### config.mk
export PLATFORM = sky130hd
export DESIGN_NAME = lane_sync_tx
export DESIGN_NICKNAME = d
export VERILOG_FILES = /design/src/rtl/lane_sync_pkg.sv /design/src/rtl/lane_sync_detect.sv /design/src/rtl/lane_pos_counter.sv /design/src/rtl/lane_ilas_gen.sv /design/src/rtl/lane_sync_tx.sv
export SDC_FILE = /design/constraint.sdc
export NUM_CORES = 1
export LEC_CHECK = 0
export BUFFER_PORTS_ARGS = -buffer_cell sky130_fd_sc_hd__buf_2
export CORE_UTILIZATION = 61
export DETAILED_ROUTE_END_ITERATION = 10
export PLACE_DENSITY = 0.86
export SETUP_SLACK_MARGIN = 0.5
export SLEW_MARGIN = 20
export SYNTH_ARGS = -nofsm -noshare
export SYNTH_HDL_FRONTEND = slang
export SYNTH_SLANG_ARGS = --single-unit
### constraint.sdc
create_clock -name clk -period 5.4 [get_ports clk]
set_input_delay 0.81 -clock clk [delete_from_list [all_inputs] [get_ports clk]]
set_output_delay 0.81 -clock clk [all_outputs]
set_load 0.005 [all_outputs]
### src/rtl/lane_sync_pkg.sv
package lane_sync_pkg;

    typedef enum logic [1:0] {
        ST_CGS  = 2'd0,
        ST_ILAS = 2'd1,
        ST_DATA = 2'd2
    } link_state_t;

    typedef struct packed {
        logic       is_ctrl;
        logic [7:0] value;
    } lane_char_t;

    localparam logic [7:0] K28_0 = 8'h1C;
    localparam logic [7:0] K28_3 = 8'h7C;
    localparam logic [7:0] K28_4 = 8'h9C;
    localparam logic [7:0] K28_5 = 8'hBC;

    localparam int CFG_FIRST = 2;
    localparam int CFG_LEN   = 4;

    function automatic logic [7:0] cfg_octet(input logic [1:0] idx,
                                             input logic [7:0] f_m1,
                                             input logic [7:0] k_m1,
                                             input logic [1:0] en);
        logic [7:0] en8;
        en8 = {6'b0, en};
        case (idx)
            2'd0:    return f_m1;
            2'd1:    return k_m1;
            2'd2:    return en8;
            default: return f_m1 + k_m1 + en8;
        endcase
    endfunction

endpackage

### src/rtl/lane_sync_detect.sv
module lane_sync_detect (
    input  logic clk,
    input  logic rst,
    input  logic sync_n,
    output logic resync
);
    logic low_q;

    always_ff @(posedge clk) begin
        if (rst) low_q <= 1'b0;
        else     low_q <= ~sync_n;
    end

    assign resync = ~sync_n & low_q;
endmodule

### src/rtl/lane_pos_counter.sv
module lane_pos_counter #(
    parameter int PW = 8
) (
    input  logic          clk,
    input  logic          rst,
    input  logic          clear,
    input  logic [PW-1:0] mf_len,
    output logic [PW-1:0] pos,
    output logic [1:0]    mf_idx,
    output logic          mf_last
);
    assign mf_last = (pos >= mf_len - PW'(1));

    always_ff @(posedge clk) begin
        if (rst || clear) begin
            pos    <= '0;
            mf_idx <= '0;
        end else if (mf_last) begin
            pos    <= '0;
            mf_idx <= mf_idx + 2'd1;
        end else begin
            pos    <= pos + PW'(1);
        end
    end

    a_r11_pos_in_range: assert property (@(posedge clk) disable iff (rst)
        pos < mf_len);
endmodule

### src/rtl/lane_ilas_gen.sv
module lane_ilas_gen
    import lane_sync_pkg::*;
#(
    parameter int KW = 6,
    parameter int PW = KW + 2
) (
    input  logic [PW-1:0] pos,
    input  logic          mf_last,
    input  logic [1:0]    mf_idx,
    input  logic [KW-1:0] mf_frames,
    input  logic          frame_4oct,
    input  logic [1:0]    ilas_en,
    output lane_char_t    ilas_char
);
    logic [7:0] f_m1;
    logic [7:0] k_m1;
    logic       in_cfg;
    logic [1:0] cfg_idx;

    assign f_m1    = frame_4oct ? 8'd3 : 8'd1;
    assign k_m1    = 8'(mf_frames) - 8'd1;
    assign in_cfg  = (mf_idx == 2'd1) && (pos >= PW'(CFG_FIRST)) &&
                     (pos < PW'(CFG_FIRST + CFG_LEN));
    assign cfg_idx = 2'(pos - PW'(CFG_FIRST));

    always_comb begin
        ilas_char = '{is_ctrl: 1'b0, value: 8'(pos)};
        if (pos == '0)
            ilas_char = '{is_ctrl: 1'b1, value: K28_0};
        else if (mf_last)
            ilas_char = '{is_ctrl: 1'b1, value: K28_3};
        else if (mf_idx == 2'd1 && pos == PW'(1))
            ilas_char = '{is_ctrl: 1'b1, value: K28_4};
        else if (in_cfg)
            ilas_char = '{is_ctrl: 1'b0,
                          value: cfg_octet(cfg_idx, f_m1, k_m1, ilas_en)};
    end
endmodule

### src/rtl/lane_sync_tx.sv
module lane_sync_tx
    import lane_sync_pkg::*;
#(
    parameter int KW = 6,
    localparam int PW = KW + 2
) (
    input  logic          clk,
    input  logic          rst,
    input  logic          sync_n,
    input  logic [1:0]    ilas_en,
    input  logic [KW-1:0] mf_frames,
    input  logic          frame_4oct,
    input  logic [7:0]    din,
    input  logic          din_valid,
    output logic [7:0]    tx_octet,
    output logic          tx_ctrl,
    output logic          in_data
);
    link_state_t   state;
    link_state_t   state_nx;
    logic          resync;
    logic          clear;
    logic [PW-1:0] mf_len;
    logic [PW-1:0] pos;
    logic [1:0]    mf_idx;
    logic          mf_last;
    lane_char_t    ilas_char;
    lane_char_t    out_char;

    assign mf_len = frame_4oct ? {mf_frames, 2'b00} : {1'b0, mf_frames, 1'b0};

    lane_sync_detect u_detect (
        .clk    (clk),
        .rst    (rst),
        .sync_n (sync_n),
        .resync (resync)
    );

    lane_pos_counter #(.PW(PW)) u_count (
        .clk     (clk),
        .rst     (rst),
        .clear   (clear),
        .mf_len  (mf_len),
        .pos     (pos),
        .mf_idx  (mf_idx),
        .mf_last (mf_last)
    );

    lane_ilas_gen #(.KW(KW), .PW(PW)) u_ilas (
        .pos        (pos),
        .mf_last    (mf_last),
        .mf_idx     (mf_idx),
        .mf_frames  (mf_frames),
        .frame_4oct (frame_4oct),
        .ilas_en    (ilas_en),
        .ilas_char  (ilas_char)
    );

    always_comb begin
        state_nx = state;
        clear    = 1'b0;
        if (resync) begin
            state_nx = ST_CGS;
            clear    = 1'b1;
        end else begin
            case (state)
                ST_CGS: if (sync_n && mf_last) begin
                    state_nx = (ilas_en != 2'b00) ? ST_ILAS : ST_DATA;
                    clear    = 1'b1;
                end
                ST_ILAS: if (mf_last && mf_idx == 2'd3) state_nx = ST_DATA;
                default: state_nx = state;
            endcase
        end
    end

    always_ff @(posedge clk) begin
        if (rst) state <= ST_CGS;
        else     state <= state_nx;
    end

    always_comb begin
        case (state)
            ST_ILAS: out_char = ilas_char;
            ST_DATA: out_char = '{is_ctrl: 1'b0, value: din_valid ? din : 8'h00};
            default: out_char = '{is_ctrl: 1'b1, value: K28_5};
        endcase
    end

    assign tx_octet = out_char.value;
    assign tx_ctrl  = out_char.is_ctrl;
    assign in_data  = (state == ST_DATA);

    a_r10_abort_to_commas: assert property (@(posedge clk) disable iff (rst)
        (!sync_n && resync) |=> (state == ST_CGS));

    a_r4_leave_on_boundary: assert property (@(posedge clk) disable iff (rst)
        (state != ST_CGS && $past(state) == ST_CGS) |-> (pos == '0 && mf_idx == 2'd0));

    a_r5_ilas_four_mf: assert property (@(posedge clk) disable iff (rst)
        (state == ST_DATA && $past(state) == ST_ILAS) |-> ($past(mf_idx) == 2'd3 && $past(mf_last)));

    a_r5_ilas_only_enabled: assert property (@(posedge clk) disable iff (rst)
        (state == ST_ILAS && $past(state) == ST_CGS) |-> ($past(ilas_en) != 2'b00));
endmodule

==> results of run 1 <==
## state kept, by name (all words and copies together) (netlist names)
signal / count
u_count.pos: 8
state: 2
u_count.mf_idx: 2
u_detect.low_q: 1
## worst max-delay path: cells and delay by family
kind / cells / cell delay (ns)
adder cells (fa/ha/maj): 1 / 0.24
AO/OA/AOI/OAI: 8 / 2.18
buffers and inverters: 2 / 0.28
## metal layers
| layer | wire (um) | up-vias | global-route usage (%) |
|---|---|---|---|
| met5 | 0 | - | 0 |
| met4 | 79 | 0 | 12.5 |
| met3 | 123 | 9 | 1.64 |
| met2 | 2080 | 38 | 52.6 |
| met1 | 1900 | 817 | 36.1 |
| li1 | - | 857 | - |
## placed cells by master (no fill, tap or decap), types with 2 or more instances in the layout
cell type   n
a211oi_1    3
a21oi_1    17
a221oi_1    3
a22oi_1     5
and2_1      4
and3_1      3
buf_2      30
clkbuf_4    3
dfxtp_1    13
fa_1        2
ha_1       22
inv_1      21
mux2_2      2
mux2i_1     4
nand2_1    20
nand2b_1    3
nand3_1    10
nand4_1     3
nor2_1     16
nor2b_1     3
nor3_1      3
nor3_2      2
nor3b_1     2
o211a_1     2
o211ai_1    3
o21ai_0     5
o22ai_1     3
o31ai_1     2
xnor2_1     5
xor2_1     10
## worst paths after layout
check                                               start                   endpoint  slack (ns)  cells past startpoint
worst max-delay path                         mf_frames[0]                tx_octet[5]        1.06                     11
worst min-delay path                state[0]$_SDFFE_PP0P_      state[0]$_SDFFE_PP0P_        0.51                      2
worst max register to register  u_count.pos[3]$_SDFF_PP0_  u_count.pos[5]$_SDFF_PP0_        3.35                      7
worst min register to register      state[0]$_SDFFE_PP0P_      state[0]$_SDFFE_PP0P_        0.51                      2
## through the flow
stage          setup slack (ns)  std cells
2_1_floorplan              1.38        226
3_3_place_gp               1.12        274
3_5_place_dp               1.10        274
4_1_cts                    1.09        278
5_1_grt                   0.836        278
6_report                   1.06        278
## layout make-up
type | instances | area [sq um] | share of cell area [%]
inverter | 21 | 78.8 | 4.21
timing repair buffer | 31 | 158 | 8.42
sequential | 13 | 260 | 13.9
tap | 30 | 37.5 | 2.01
clock buffer | 4 | 26.3 | 1.40
multi-input combinational | 179 | 1310 | 70.1
## logic make-up (layout without fill, tap and decap cells)
kind of cell | Yosys count | count (layout) | synth area share [%]
mux | 6 | 6 | 3.65
simple gates | 74 | 74 | 21.9
buf+inv | 34 | 56 | 8.32
compound gates | 60 | 60 | 24.9
xor+xnor | 15 | 15 | 7.66
flops | 13 | 13 | 15.2
fa+ha+maj | 24 | 24 | 18.4
## power by group
group	total (W)	switching [W]	internal, W
registers	0.000104	0.00000585	0.0000983
logic	0.0000912	0.0000522	0.0000390
clock network	0.0000582	0.0000295	0.0000287
total	0.000254	0.0000875	0.000166
==> report_table.html, run 1 <==
<table>
<tr><th>Metric</th><th>Value</th></tr>
<tr><th colspan="2">Yosys</th></tr>
<tr><td>Yosys reg bits</td><td>13</td></tr>
<tr><td>Synth warnings</td><td>0</td></tr>
<tr><td>Commonest cells in the synthesized netlist</td><td>22 x ha_1, 21 x inv_1, 20 x nand2_1</td></tr>
<tr><td>Share of synthesized area occupied by flip-flops and latches</td><td>15.2%</td></tr>
<tr><td>Cell area after technology mapping</td><td>1710 sq um</td></tr>
<tr><td>Most instantiated library cell after synthesis</td><td>ha_1</td></tr>
<tr><td>Avg Synthesized Cell Area</td><td>7.58 sq um</td></tr>
<tr><td>Number of synthesized flops with an enable pin</td><td>0</td></tr>
<tr><td>Synth top area share</td><td>16.1%</td></tr>
<tr><td>Post-synthesis net count</td><td>271</td></tr>
<tr><td>Number of different library cells in the post-synthesis netlist</td><td>53</td></tr>
<tr><td>Biggest area contributors in the synthesized netlist</td><td>ha_1 16%, dfxtp_1 15%, xor2_1 5.1%</td></tr>
<tr><td>Cell count after synthesis</td><td>226</td></tr>
<tr><td>Most area-hungry cell type in the Yosys netlist</td><td>ha_1</td></tr>
<tr><td>Most common flop cell mapped by yosys</td><td>dfxtp_1</td></tr>
<tr><td>Fraction of synthesis flops using an asynchronous set or reset pin</td><td>0%</td></tr>
<tr><th colspan="2">CTS</th></tr>
<tr><td>Post-CTS Setup Bufs</td><td>0</td></tr>
<tr><td>Hold Buf Count CTS</td><td>0</td></tr>
<tr><td>Clk buf depth</td><td>2</td></tr>
<tr><td>Number of buffers inserted during clock tree synthesis</td><td>3</td></tr>
<tr><td>Total number of clock tree sinks</td><td>13</td></tr>
<tr><td>Cts repair resizes</td><td>0</td></tr>
<tr><td>Clk Latency, worst-skew pair</td><td>0.28 ns</td></tr>
<tr><td>H-tree levels</td><td>1</td></tr>
<tr><td>Clk root buf</td><td>clkbuf_4</td></tr>
<tr><td>Clock tree from TritonCTS</td><td>yes</td></tr>
<tr><td>Clock slew at the register clock pins of the worst setup and hold paths</td><td>0.07 ns</td></tr>
<tr><th colspan="2">Critical path</th></tr>
<tr><td>CP Data Arrival Time</td><td>3.53 ns</td></tr>
<tr><td>Critical Setup Path Class</td><td>input port to output port</td></tr>
<tr><td>Delay of the slowest cell on the worst path</td><td>0.64 ns</td></tr>
<tr><td>Critical Path Slowest Stage Cell</td><td>o31ai_1</td></tr>
<tr><td>Largest fanout on the critical path</td><td>7</td></tr>
<tr><td>Ordered cell list for the critical path</td><td>buf_2, o31ai_1, o21ai_0, a21oi_1, ha_1, o21ai_0, a21oi_1, a221o_1, a221oi_1, o221ai_2, buf_2</td></tr>
<tr><td>Req. time, crit path</td><td>4.59 ns</td></tr>
<tr><td>Critical path endpoint category</td><td>output port</td></tr>
<tr><td>Type of element launching the critical path</td><td>input port</td></tr>
<tr><th colspan="2">Timing</th></tr>
<tr><td>Worst slew margin</td><td>51.7%</td></tr>
<tr><td>F_max</td><td>230 MHz</td></tr>
<tr><td>TNS Setup</td><td>0 ns</td></tr>
<tr><td>Final Hold Violating Endpoints</td><td>0</td></tr>
<tr><td>Count of pins over their slew limit</td><td>0</td></tr>
<tr><td>Period utilization</td><td>80.4%</td></tr>
<tr><td>Shortest clock period the worst path allows after layout</td><td>4.34 ns</td></tr>
<tr><td>RSZ-0062 raised after global routing</td><td>false</td></tr>
<tr><td>Clock skew</td><td>0.00348 ns</td></tr>
<tr><td>Hold slack final</td><td>0.511 ns</td></tr>
<tr><td>Setup-violating endpoint count in the final report</td><td>0</td></tr>
<tr><td>Actual slew at the worst max-slew pin</td><td>0.718 ns</td></tr>
<tr><th colspan="2">Global routing</th></tr>
<tr><td>Global-route wire length before repair</td><td>6.29 mm</td></tr>
<tr><td>Sum of overflow across all layers after global routing</td><td>0</td></tr>
<tr><td>Initial antenna violation count</td><td>0</td></tr>
<tr><td>Largest net degree at the start of global routing</td><td>12</td></tr>
<tr><td>Global Route Usage Sum</td><td>29.4%</td></tr>
<tr><td>Number of global-route vias before repair</td><td>1452</td></tr>
<tr><th colspan="2">Floorplanning</th></tr>
<tr><td>Ports</td><td>31</td></tr>
<tr><td>Die ar.</td><td>3030 sq um</td></tr>
<tr><td>Placeable core area</td><td>2570 sq um</td></tr>
<tr><td>Initial Util</td><td>66.8%</td></tr>
<tr><td>Floorplan die height</td><td>55.0 um</td></tr>
<tr><td>Horizontal die dimension</td><td>55.0 um</td></tr>
<tr><td>Row count</td><td>18</td></tr>
<tr><th colspan="2">Routing</th></tr>
<tr><td>Detailed-route via count</td><td>1721</td></tr>
<tr><td>Number of design-rule violations left by the first detailed-router iteration</td><td>39</td></tr>
<tr><td>Vias per Instance</td><td>6.19</td></tr>
<tr><td>WL per Instance</td><td>15.0 um</td></tr>
<tr><td>Number of antenna-violating nets in the routed design</td><td>0</td></tr>
<tr><td>Router iterations before antenna repair</td><td>4</td></tr>
<tr><td>Aggregate routed wire length</td><td>4.18 mm</td></tr>
<tr><td>Drt drc</td><td>0</td></tr>
<tr><th colspan="2">Power and ir drop</th></tr>
<tr><td>Lkg Pwr</td><td>0.800 nW</td></tr>
<tr><td>Peak supply drop</td><td>0.000149 V</td></tr>
<tr><td>PD cells</td><td>135 nW/um^2</td></tr>
<tr><td>Pwr Total</td><td>0.000254 W</td></tr>
<tr><th colspan="2">Final layout</th></tr>
<tr><td>Fraction of final layout cells with drive strength greater than 1</td><td>17.3%</td></tr>
<tr><td>Finished Cell Area</td><td>1870 sq um</td></tr>
<tr><td>Util after Layout</td><td>72.9%</td></tr>
<tr><td>Fill cell instance count of the final layout</td><td>219</td></tr>
<tr><td>Number of antenna diodes</td><td>0</td></tr>
<tr><td>Area growth from synthesis to layout</td><td>9.20%</td></tr>
<tr><td>Number of nets in the layout</td><td>294</td></tr>
<tr><th colspan="2">Status</th></tr>
<tr><td>Outcome</td><td>finished clean</td></tr>
<tr><th colspan="2">Place</th></tr>
<tr><td>Port Buf Inserts</td><td>30</td></tr>
<tr><td>Cell area reported after detailed placement</td><td>1850 sq um</td></tr>
<tr><td>Global placer's final weighted congestion</td><td>0.877</td></tr>
<tr><td>Total half-perimeter wirelength after legalization and detailed placement</td><td>3.26 mm</td></tr>
<tr><th colspan="2">Min path</th></tr>
<tr><td>Class of the tightest hold or removal check</td><td>register to register</td></tr>
<tr><th colspan="2">Run</th></tr>
<tr><td>Number of max-capacitance violations reported</td><td>0</td></tr>
</table>
Note: power is estimated with default switching activity, not from simulation.
==> run 2, diff against run 1 <==
- CORE_UTILIZATION: 61 -> 51
- PLACE_DENSITY: 0.86 -> 0.77
- clock period: 5.4 -> 3.6 ns (I/O delays scaled with it)
==> report_table.html, run 2 (same netlist as run 1, synthesis figures left out) <==
<table>
<tr><th>Metric</th><th>Value</th></tr>
<tr><th colspan="2">Status</th></tr>
<tr><td>Outcome</td><td>finished clean (unchanged)</td></tr>
<tr><th colspan="2">Place</th></tr>
<tr><td>Global placer's final weighted congestion</td><td>0.865 (was 0.877)</td></tr>
<tr><td>Port Buf Inserts</td><td>30 (unchanged)</td></tr>
<tr><td>Total half-perimeter wirelength after legalization and detailed placement</td><td>3.36 mm (was 3.26 mm)</td></tr>
<tr><td>Placed Instances</td><td>296 (was 274)</td></tr>
<tr><td>Cell area reported after detailed placement</td><td>1970 sq um (was 1850 sq um)</td></tr>
<tr><th colspan="2">Min path</th></tr>
<tr><td>Startpoint of the worst hold path</td><td>rst (was state[0]$_SDFFE_PP0P_)</td></tr>
<tr><td>Hold depth</td><td>2 (unchanged)</td></tr>
<tr><td>Class of the tightest hold or removal check</td><td>input port to register (was register to register)</td></tr>
<tr><td>Hold Crit Endpoint</td><td>u_detect.low_q$_SDFF_PP0_ (was state[0]$_SDFFE_PP0P_)</td></tr>
<tr><th colspan="2">Final layout</th></tr>
<tr><td>Number of nets in the layout</td><td>310 (was 294)</td></tr>
<tr><td>Area growth from synthesis to layout</td><td>28.0% (was 9.20%)</td></tr>
<tr><td>Sequential cell area</td><td>260 sq um (unchanged)</td></tr>
<tr><td>Multi-input combinational cell area</td><td>1450 sq um (was 1310 sq um)</td></tr>
<tr><td>Most frequent standard cell in the layout excluding fill and tap cells</td><td>buf_2 (unchanged)</td></tr>
<tr><td>Fraction of final layout cells with drive strength greater than 1</td><td>30.7% (was 17.3%)</td></tr>
<tr><td>Top reg by flops</td><td>u_count.pos (unchanged)</td></tr>
<tr><td>Fill cell instance count of the final layout</td><td>249 (was 219)</td></tr>
<tr><td>Commonest non-fill, non-tap cells in the layout</td><td>26 x buf_2, 20 x ha_1, 18 x inv_1, 18 x nand2_1 (was 30 x buf_2, 22 x ha_1, 21 x inv_1, 20 x nand2_1, 17 x a21oi_1)</td></tr>
<tr><td>Finished Cell Area</td><td>2190 sq um (was 1870 sq um)</td></tr>
<tr><td>Util after Layout</td><td>70.1% (was 72.9%)</td></tr>
<tr><td>Largest register FFs</td><td>8 (unchanged)</td></tr>
<tr><td>Post-route insts no fill</td><td>308 (was 278)</td></tr>
<tr><td>Number of antenna diodes</td><td>0 (unchanged)</td></tr>
<tr><td>Top flop regs</td><td>u_count.pos: 8 flops, state: 2 flops, u_count.mf_idx: 2 flops (unchanged)</td></tr>
<tr><th colspan="2">Critical path</th></tr>
<tr><td>Critical Setup Path Class</td><td>input port to output port (unchanged)</td></tr>
<tr><td>Delay of the slowest cell on the worst path</td><td>0.40 ns (was 0.64 ns)</td></tr>
<tr><td>Setup slack, reg-to-reg</td><td>1.27 ns (was 3.35 ns)</td></tr>
<tr><td>Req. time, crit path</td><td>3.06 ns (was 4.59 ns)</td></tr>
<tr><td>Critical Path Slowest Stage Cell</td><td>a221o_1 (was o31ai_1)</td></tr>
<tr><td>Critical path endpoint category</td><td>output port (unchanged)</td></tr>
<tr><td>Reg2reg path depth</td><td>9 (was 7)</td></tr>
<tr><td>Type of element launching the critical path</td><td>input port (unchanged)</td></tr>
<tr><td>Critical path's top delay family</td><td>compound AO/OA/AOI/OAI gates (unchanged)</td></tr>
<tr><td>Count of buffer and inverter cells on the critical path</td><td>5 (was 2)</td></tr>
<tr><td>First element of the critical path</td><td>mf_frames[0] (unchanged)</td></tr>
<tr><td>Largest fanout on the critical path</td><td>6 (was 7)</td></tr>
<tr><td>Ordered cell list for the critical path</td><td>buf_12, inv_6, nor2_4, inv_2, ha_4, buf_4, xor2_1, ha_1, a211oi_2, o211ai_1, a221o_1, a221oi_2, o221ai_2, buf_2 (was buf_2, o31ai_1, o21ai_0, a21oi_1, ha_1, o21ai_0, a21oi_1, a221o_1, a221oi_1, o221ai_2, buf_2)</td></tr>
<tr><td>Reg-to-Reg Start</td><td>u_count.pos[3]$_SDFF_PP0_ (unchanged)</td></tr>
<tr><td>CP Data Arrival Time</td><td>2.98 ns (was 3.53 ns)</td></tr>
<tr><td>Endpoint of the worst register-to-register path</td><td>state[1]$_SDFFE_PP0P_ (was u_count.pos[5]$_SDFF_PP0_)</td></tr>
<tr><th colspan="2">Global routing</th></tr>
<tr><td>Initial antenna violation count</td><td>0 (unchanged)</td></tr>
<tr><td>Global Route Usage Sum</td><td>25.6% (was 29.4%)</td></tr>
<tr><td>Global-route wire length before repair</td><td>6.96 mm (was 6.29 mm)</td></tr>
<tr><td>Number of global-route vias before repair</td><td>1550 (was 1452)</td></tr>
<tr><td>Largest net degree at the start of global routing</td><td>12 (unchanged)</td></tr>
<tr><td>Sum of overflow across all layers after global routing</td><td>0 (unchanged)</td></tr>
<tr><th colspan="2">Timing</th></tr>
<tr><td>Shortest clock period the worst path allows after layout</td><td>3.52 ns</td></tr>
<tr><td>RSZ-0062 raised after global routing</td><td>true (was false)</td></tr>
<tr><td>Final Hold Violating Endpoints</td><td>0 (unchanged)</td></tr>
<tr><td>Setup-violating endpoint count in the final report</td><td>0 (unchanged)</td></tr>
<tr><td>Clock skew</td><td>0.00221 ns (was 0.00348 ns)</td></tr>
<tr><td>Count of pins over their slew limit</td><td>0 (unchanged)</td></tr>
<tr><td>F_max</td><td>284 MHz</td></tr>
<tr><td>Period utilization</td><td>97.9%</td></tr>
<tr><td>Worst slew margin</td><td>55.1% (was 51.7%)</td></tr>
<tr><td>Actual slew at the worst max-slew pin</td><td>0.667 ns (was 0.718 ns)</td></tr>
<tr><td>Hold slack final</td><td>0.430 ns (was 0.511 ns)</td></tr>
<tr><th colspan="2">Floorplanning</th></tr>
<tr><td>Horizontal die dimension</td><td>60.0 um (was 55.0 um)</td></tr>
<tr><td>Floorplan die height</td><td>60.0 um (was 55.0 um)</td></tr>
<tr><td>Row count</td><td>20 (was 18)</td></tr>
<tr><td>Placeable core area</td><td>3130 sq um (was 2570 sq um)</td></tr>
<tr><td>Die ar.</td><td>3600 sq um (was 3030 sq um)</td></tr>
<tr><td>Initial Util</td><td>54.8% (was 66.8%)</td></tr>
<tr><td>Ports</td><td>31 (unchanged)</td></tr>
<tr><th colspan="2">Routing</th></tr>
<tr><td>Router iterations before antenna repair</td><td>4 (unchanged)</td></tr>
<tr><td>Number of antenna-violating nets in the routed design</td><td>0 (unchanged)</td></tr>
<tr><td>Number of design-rule violations left by the first detailed-router iteration</td><td>106 (was 39)</td></tr>
<tr><td>WL per Instance</td><td>15.0 um (about the same)</td></tr>
<tr><td>Aggregate routed wire length</td><td>4.62 mm (was 4.18 mm)</td></tr>
<tr><td>Drt drc</td><td>0 (unchanged)</td></tr>
<tr><td>Detailed-route via count</td><td>1815 (was 1721)</td></tr>
<tr><td>Vias per Instance</td><td>5.89 (was 6.19)</td></tr>
<tr><th colspan="2">CTS</th></tr>
<tr><td>Clk buf depth</td><td>2 (unchanged)</td></tr>
<tr><td>Number of buffers inserted during clock tree synthesis</td><td>3 (unchanged)</td></tr>
<tr><td>Clk root buf</td><td>clkbuf_4 (unchanged)</td></tr>
<tr><td>Clk Latency, worst-skew pair</td><td>0.28 ns (about the same)</td></tr>
<tr><td>Total number of clock tree sinks</td><td>13 (unchanged)</td></tr>
<tr><td>Hold Buf Count CTS</td><td>0 (unchanged)</td></tr>
<tr><td>H-tree levels</td><td>1 (unchanged)</td></tr>
<tr><td>Clock tree from TritonCTS</td><td>yes (unchanged)</td></tr>
<tr><td>Clock slew at the register clock pins of the worst setup and hold paths</td><td>0.07 ns (about the same)</td></tr>
<tr><th colspan="2">Power and ir drop</th></tr>
<tr><td>Lkg Pwr</td><td>0.915 nW (was 0.800 nW)</td></tr>
<tr><td>Peak supply drop</td><td>0.000200 V (was 0.000149 V)</td></tr>
<tr><td>PD cells</td><td>190 nW/um^2 (was 135 nW/um^2)</td></tr>
<tr><th colspan="2">Run</th></tr>
<tr><td>Number of max-capacitance violations reported</td><td>0 (unchanged)</td></tr>
</table>
run 2: layout make-up:
cell class	instances	share of cell area, %
multi-input combinational	179	65.9
timing repair buffer	47	14.7
sequential	13	11.9
inverter	21	3.82
tap	44	2.51
clock buffer	4	1.20
run 2: per-layer routing:
metal | track usage (%) | up-vias | routed length, um
met2 | 42.7 | 45 | 2280
met1 | 32.5 | 866 | 2050
li1 | - | 891 | -
met5 | 0 | - | 0
met4 | 13.3 | 0 | 128
met3 | 2.38 | 13 | 154
run 2: worst max-delay path by stage:
| stage | end | depth (start not counted) |
|---|---|---|
| 2_1_floorplan | tx_octet[5] | 11 |
| 3_3_place_gp | tx_octet[5] | 16 |
| 3_5_place_dp | tx_octet[5] | 16 |
| 4_1_cts | tx_octet[5] | 11 |
| 5_1_grt | tx_octet[5] | 11 |
| 6_report | tx_octet[5] | 14 |
run 2: worst reg2reg max path, cell delays in order, from the launching register on:
cell,delay (ns)
dfxtp_1,0.49
ha_1,0.32
a211oi_2,0.23
o211ai_1,0.16
a221o_1,0.40
buf_6,0.15
buf_4,0.12
buf_4,0.13
nand4_1,0.12
o211a_1,0.16
run 2: metrics by stage:
step / worst slack [ns] / total power, W / TNS (ns)
CTS: 0.0920 / 0.000404 / 0
detailed placement: -0.0316 / 0.000304 / -0.0316
finish: 0.0759 / 0.000416 / 0
global placement: 0.0500 / 0.000301 / 0
floorplan: 0.367 / 0.000262 / 0
global route: 0.00230 / 0.000441 / 0
run 2: timing repair:
| item | in CTS | in global routing |
|---|---|---|
| gates resized for setup | 18 | 16 |
| setup endpoints to repair | 9 | 9 |
| setup buffers | 5 | 3 |
| pin swaps | 11 | 9 |
run 2: power by group:
group	internal [W]	total, W	switching (W)	leakage [nW]
clock	0.0000430	0.0000898	0.0000468	0.0150
combinational	0.0000783	0.000170	0.0000915	0.795
sequential	0.000147	0.000156	0.00000872	0.106
==> run 3, diff against run 2 <==
- CORE_UTILIZATION: 51 -> 61
- PLACE_DENSITY: 0.77 -> 0.86
- clock period: 3.6 -> 4.3 ns (I/O delays scaled with it)
==> report_table.html, run 3 (same netlist as run 1, synthesis figures left out) <==
<table>
<tr><th>Metric</th><th>Value</th></tr>
<tr><th colspan="2">Routing</th></tr>
<tr><td>Vias per Instance</td><td>6.07 (was 5.89)</td></tr>
<tr><td>WL per Instance</td><td>15.2 um (was 15.0 um)</td></tr>
<tr><td>Aggregate routed wire length</td><td>4.33 mm (was 4.62 mm)</td></tr>
<tr><td>Number of design-rule violations left by the first detailed-router iteration</td><td>49 (was 106)</td></tr>
<tr><td>Number of antenna-violating nets in the routed design</td><td>0 (unchanged)</td></tr>
<tr><td>Router iterations before antenna repair</td><td>4 (unchanged)</td></tr>
<tr><td>Detailed-route via count</td><td>1731 (was 1815)</td></tr>
<tr><td>Drt drc</td><td>0 (unchanged)</td></tr>
<tr><th colspan="2">Critical path</th></tr>
<tr><td>Count of buffer and inverter cells on the critical path</td><td>2 (was 5)</td></tr>
<tr><td>Req. time, crit path</td><td>3.65 ns (was 3.06 ns)</td></tr>
<tr><td>Critical path endpoint category</td><td>output port (unchanged)</td></tr>
<tr><td>CP Data Arrival Time</td><td>3.05 ns (was 2.98 ns)</td></tr>
<tr><td>Critical path's top delay family</td><td>compound AO/OA/AOI/OAI gates (unchanged)</td></tr>
<tr><td>Critical Setup Path Class</td><td>input port to output port (unchanged)</td></tr>
<tr><td>Type of element launching the critical path</td><td>input port (unchanged)</td></tr>
<tr><td>Delay of the slowest cell on the worst path</td><td>0.59 ns (was 0.40 ns)</td></tr>
<tr><td>Critical Path Slowest Stage Cell</td><td>or4_4 (was a221o_1)</td></tr>
<tr><td>Ordered cell list for the critical path</td><td>buf_8, or4_4, o211a_1, a211oi_2, ha_1, nand2_1, a21oi_2, a221o_1, a221oi_2, o221ai_2, buf_2 (was buf_12, inv_6, nor2_4, inv_2, ha_4, buf_4, xor2_1, ha_1, a211oi_2, o211ai_1, a221o_1, a221oi_2, o221ai_2, buf_2)</td></tr>
<tr><td>Largest fanout on the critical path</td><td>7 (was 6)</td></tr>
<tr><th colspan="2">Timing</th></tr>
<tr><td>RSZ-0062 raised after global routing</td><td>true (unchanged)</td></tr>
<tr><td>Setup-violating endpoint count in the final report</td><td>0 (unchanged)</td></tr>
<tr><td>Period utilization</td><td>86.0%</td></tr>
<tr><td>Count of pins over their slew limit</td><td>0 (unchanged)</td></tr>
<tr><td>TNS Setup</td><td>0 ns (unchanged)</td></tr>
<tr><td>F_max</td><td>270 MHz</td></tr>
<tr><td>Shortest clock period the worst path allows after layout</td><td>3.70 ns</td></tr>
<tr><td>Actual slew at the worst max-slew pin</td><td>0.582 ns (was 0.667 ns)</td></tr>
<tr><td>Final Hold Violating Endpoints</td><td>0 (unchanged)</td></tr>
<tr><td>Clock skew</td><td>0.00620 ns (was 0.00221 ns)</td></tr>
<tr><td>Worst slew margin</td><td>60.9% (was 55.1%)</td></tr>
<tr><td>Hold slack final</td><td>0.475 ns (was 0.430 ns)</td></tr>
<tr><th colspan="2">Global routing</th></tr>
<tr><td>Number of global-route vias before repair</td><td>1499 (was 1550)</td></tr>
<tr><td>Sum of overflow across all layers after global routing</td><td>0 (unchanged)</td></tr>
<tr><td>Initial antenna violation count</td><td>0 (unchanged)</td></tr>
<tr><td>Global Route Usage Sum</td><td>29.2% (was 25.6%)</td></tr>
<tr><td>Global-route wire length before repair</td><td>6.37 mm (was 6.96 mm)</td></tr>
<tr><td>Largest net degree at the start of global routing</td><td>12 (unchanged)</td></tr>
<tr><th colspan="2">Power and ir drop</th></tr>
<tr><td>Flop pwr share</td><td>39.8% (was 37.5%)</td></tr>
<tr><td>Lkg Pwr</td><td>0.850 nW (was 0.915 nW)</td></tr>
<tr><td>Pwr Total</td><td>0.000330 W (was 0.000416 W)</td></tr>
<tr><td>Peak supply drop</td><td>0.000225 V (was 0.000200 V)</td></tr>
<tr><td>Cell-internal power</td><td>0.000216 W (was 0.000269 W)</td></tr>
<tr><td>Switching share of power</td><td>34.5% (was 35.4%)</td></tr>
<tr><td>Net Switching</td><td>0.000114 W (was 0.000147 W)</td></tr>
<tr><td>PD cells</td><td>164 nW/um^2 (was 190 nW/um^2)</td></tr>
<tr><td>Gate power share</td><td>38.5% (was 40.8%)</td></tr>
<tr><td>Clock network fraction of total power</td><td>21.8% (was 21.6%)</td></tr>
<tr><th colspan="2">Floorplanning</th></tr>
<tr><td>Horizontal die dimension</td><td>55.0 um (was 60.0 um)</td></tr>
<tr><td>Initial Util</td><td>66.8% (was 54.8%)</td></tr>
<tr><td>Floorplan die height</td><td>55.0 um (was 60.0 um)</td></tr>
<tr><td>Placeable core area</td><td>2570 sq um (was 3130 sq um)</td></tr>
<tr><td>Ports</td><td>31 (unchanged)</td></tr>
<tr><td>Row count</td><td>18 (was 20)</td></tr>
<tr><td>Die ar.</td><td>3030 sq um (was 3600 sq um)</td></tr>
<tr><th colspan="2">Final layout</th></tr>
<tr><td>Area growth from synthesis to layout</td><td>17.0% (was 28.0%)</td></tr>
<tr><td>Multi-input combinational cell area</td><td>1370 sq um (was 1450 sq um)</td></tr>
<tr><td>Largest register FFs</td><td>8 (unchanged)</td></tr>
<tr><td>Fraction of final layout cells with drive strength greater than 1</td><td>24.3% (was 30.7%)</td></tr>
<tr><td>Top flop regs</td><td>u_count.pos: 8 flops, state: 2 flops, u_count.mf_idx: 2 flops (unchanged)</td></tr>
<tr><td>Most frequent standard cell in the layout excluding fill and tap cells</td><td>buf_2 (unchanged)</td></tr>
<tr><td>Util after Layout</td><td>78.1% (was 70.1%)</td></tr>
<tr><td>Top reg by flops</td><td>u_count.pos (unchanged)</td></tr>
<tr><td>Number of antenna diodes</td><td>0 (unchanged)</td></tr>
<tr><td>Sequential cell area</td><td>260 sq um (unchanged)</td></tr>
<tr><td>Commonest non-fill, non-tap cells in the layout</td><td>25 x buf_2, 20 x ha_1, 19 x inv_1, 19 x nand2_1, 16 x a21oi_1 (was 26 x buf_2, 20 x ha_1, 18 x inv_1, 18 x nand2_1)</td></tr>
<tr><td>Post-route insts no fill</td><td>285 (was 308)</td></tr>
<tr><td>Fill cell instance count of the final layout</td><td>189 (was 249)</td></tr>
<tr><td>Number of nets in the layout</td><td>301 (was 310)</td></tr>
<tr><th colspan="2">CTS</th></tr>
<tr><td>H-tree levels</td><td>1 (unchanged)</td></tr>
<tr><td>Total number of clock tree sinks</td><td>13 (unchanged)</td></tr>
<tr><td>Number of buffers inserted during clock tree synthesis</td><td>3 (unchanged)</td></tr>
<tr><td>Hold Buf Count CTS</td><td>0 (unchanged)</td></tr>
<tr><td>Clock slew at the register clock pins of the worst setup and hold paths</td><td>0.07 ns (about the same)</td></tr>
<tr><td>Clk root buf</td><td>clkbuf_4 (unchanged)</td></tr>
<tr><td>Clk buf depth</td><td>2 (unchanged)</td></tr>
<tr><td>Clock tree from TritonCTS</td><td>yes (unchanged)</td></tr>
<tr><td>Clk Latency, worst-skew pair</td><td>0.27 ns (was 0.28 ns)</td></tr>
<tr><th colspan="2">Place</th></tr>
<tr><td>Placed Instances</td><td>275 (was 296)</td></tr>
<tr><td>Total half-perimeter wirelength after legalization and detailed placement</td><td>3.21 mm (was 3.36 mm)</td></tr>
<tr><td>Global placer's final weighted congestion</td><td>0.888 (was 0.865)</td></tr>
<tr><td>Port Buf Inserts</td><td>30 (unchanged)</td></tr>
<tr><th colspan="2">Status</th></tr>
<tr><td>Outcome</td><td>finished clean (unchanged)</td></tr>
<tr><th colspan="2">Run</th></tr>
<tr><td>Number of max-capacitance violations reported</td><td>0 (unchanged)</td></tr>
<tr><th colspan="2">Min path</th></tr>
<tr><td>Class of the tightest hold or removal check</td><td>register to register (was input port to register)</td></tr>
</table>
[run 3: power groups by stage]
stage	Combinational (W)	Clock (W)	Sequential, W
after floorplan	0.0000835	0	0.000130
after global routing	0.000143	0.0000791	0.000131
after CTS	0.000114	0.0000762	0.000130
after global placement	0.000110	0	0.000133
final	0.000127	0.0000718	0.000131
after detailed placement	0.000113	0	0.000133
[run 3: path summary, 6_finish.rpt]
check	depth (start not counted)	slack [ns]	start	endpoint
max	11	0.60	mf_frames[3]	tx_octet[5]
min	2	0.48	u_count.mf_idx[1]$_SDFFE_PP0P_	u_count.mf_idx[1]$_SDFFE_PP0P_
max reg2reg	8	2.10	u_count.pos[4]$_SDFF_PP0_	u_count.pos[5]$_SDFF_PP0_
min reg2reg	2	0.48	u_count.mf_idx[1]$_SDFFE_PP0P_	u_count.mf_idx[1]$_SDFFE_PP0P_
[run 3: layout make-up]
cell class	count	share of cell area, %
multi-input combinational	179	68.1
sequential	13	13.0
timing repair buffer	38	11.9
inverter	21	3.93
tap	30	1.87
clock buffer	4	1.31
[run 3: repair_timing]
item	4_1_cts	5_1_grt
setup endpoints to repair	5	9
gates resized for setup	2	24
pin swaps	1	10
buffers inserted	2	4
endpoints found under the hold margin	0	0
[run 3: routing by layer]
metal	share of wire, %	track usage, %	up-vias
li1	-	-	869
met1	46	36.9	809
met2	48	48.2	48
met3	4.4	3.55	5
met4	1.2	15.0	0
met5	0	0	-
[run 3: per-stage QoR]
step | cell area (sq um) | setup slack, ns
2_1_floorplan | 1710 | 0.608
5_1_grt | 2010 | 0.474
3_5_place_dp | 1850 | 0.328
6_report | 2010 | 0.602
4_1_cts | 1900 | 0.490
3_3_place_gp | 1850 | 0.380
[run 3: tightest hold or removal path, cell delays in order, from the launching register on]
cell	delay (ns)
dfxtp_1	0.33
nand2_1	0.06
a21oi_1	0.05
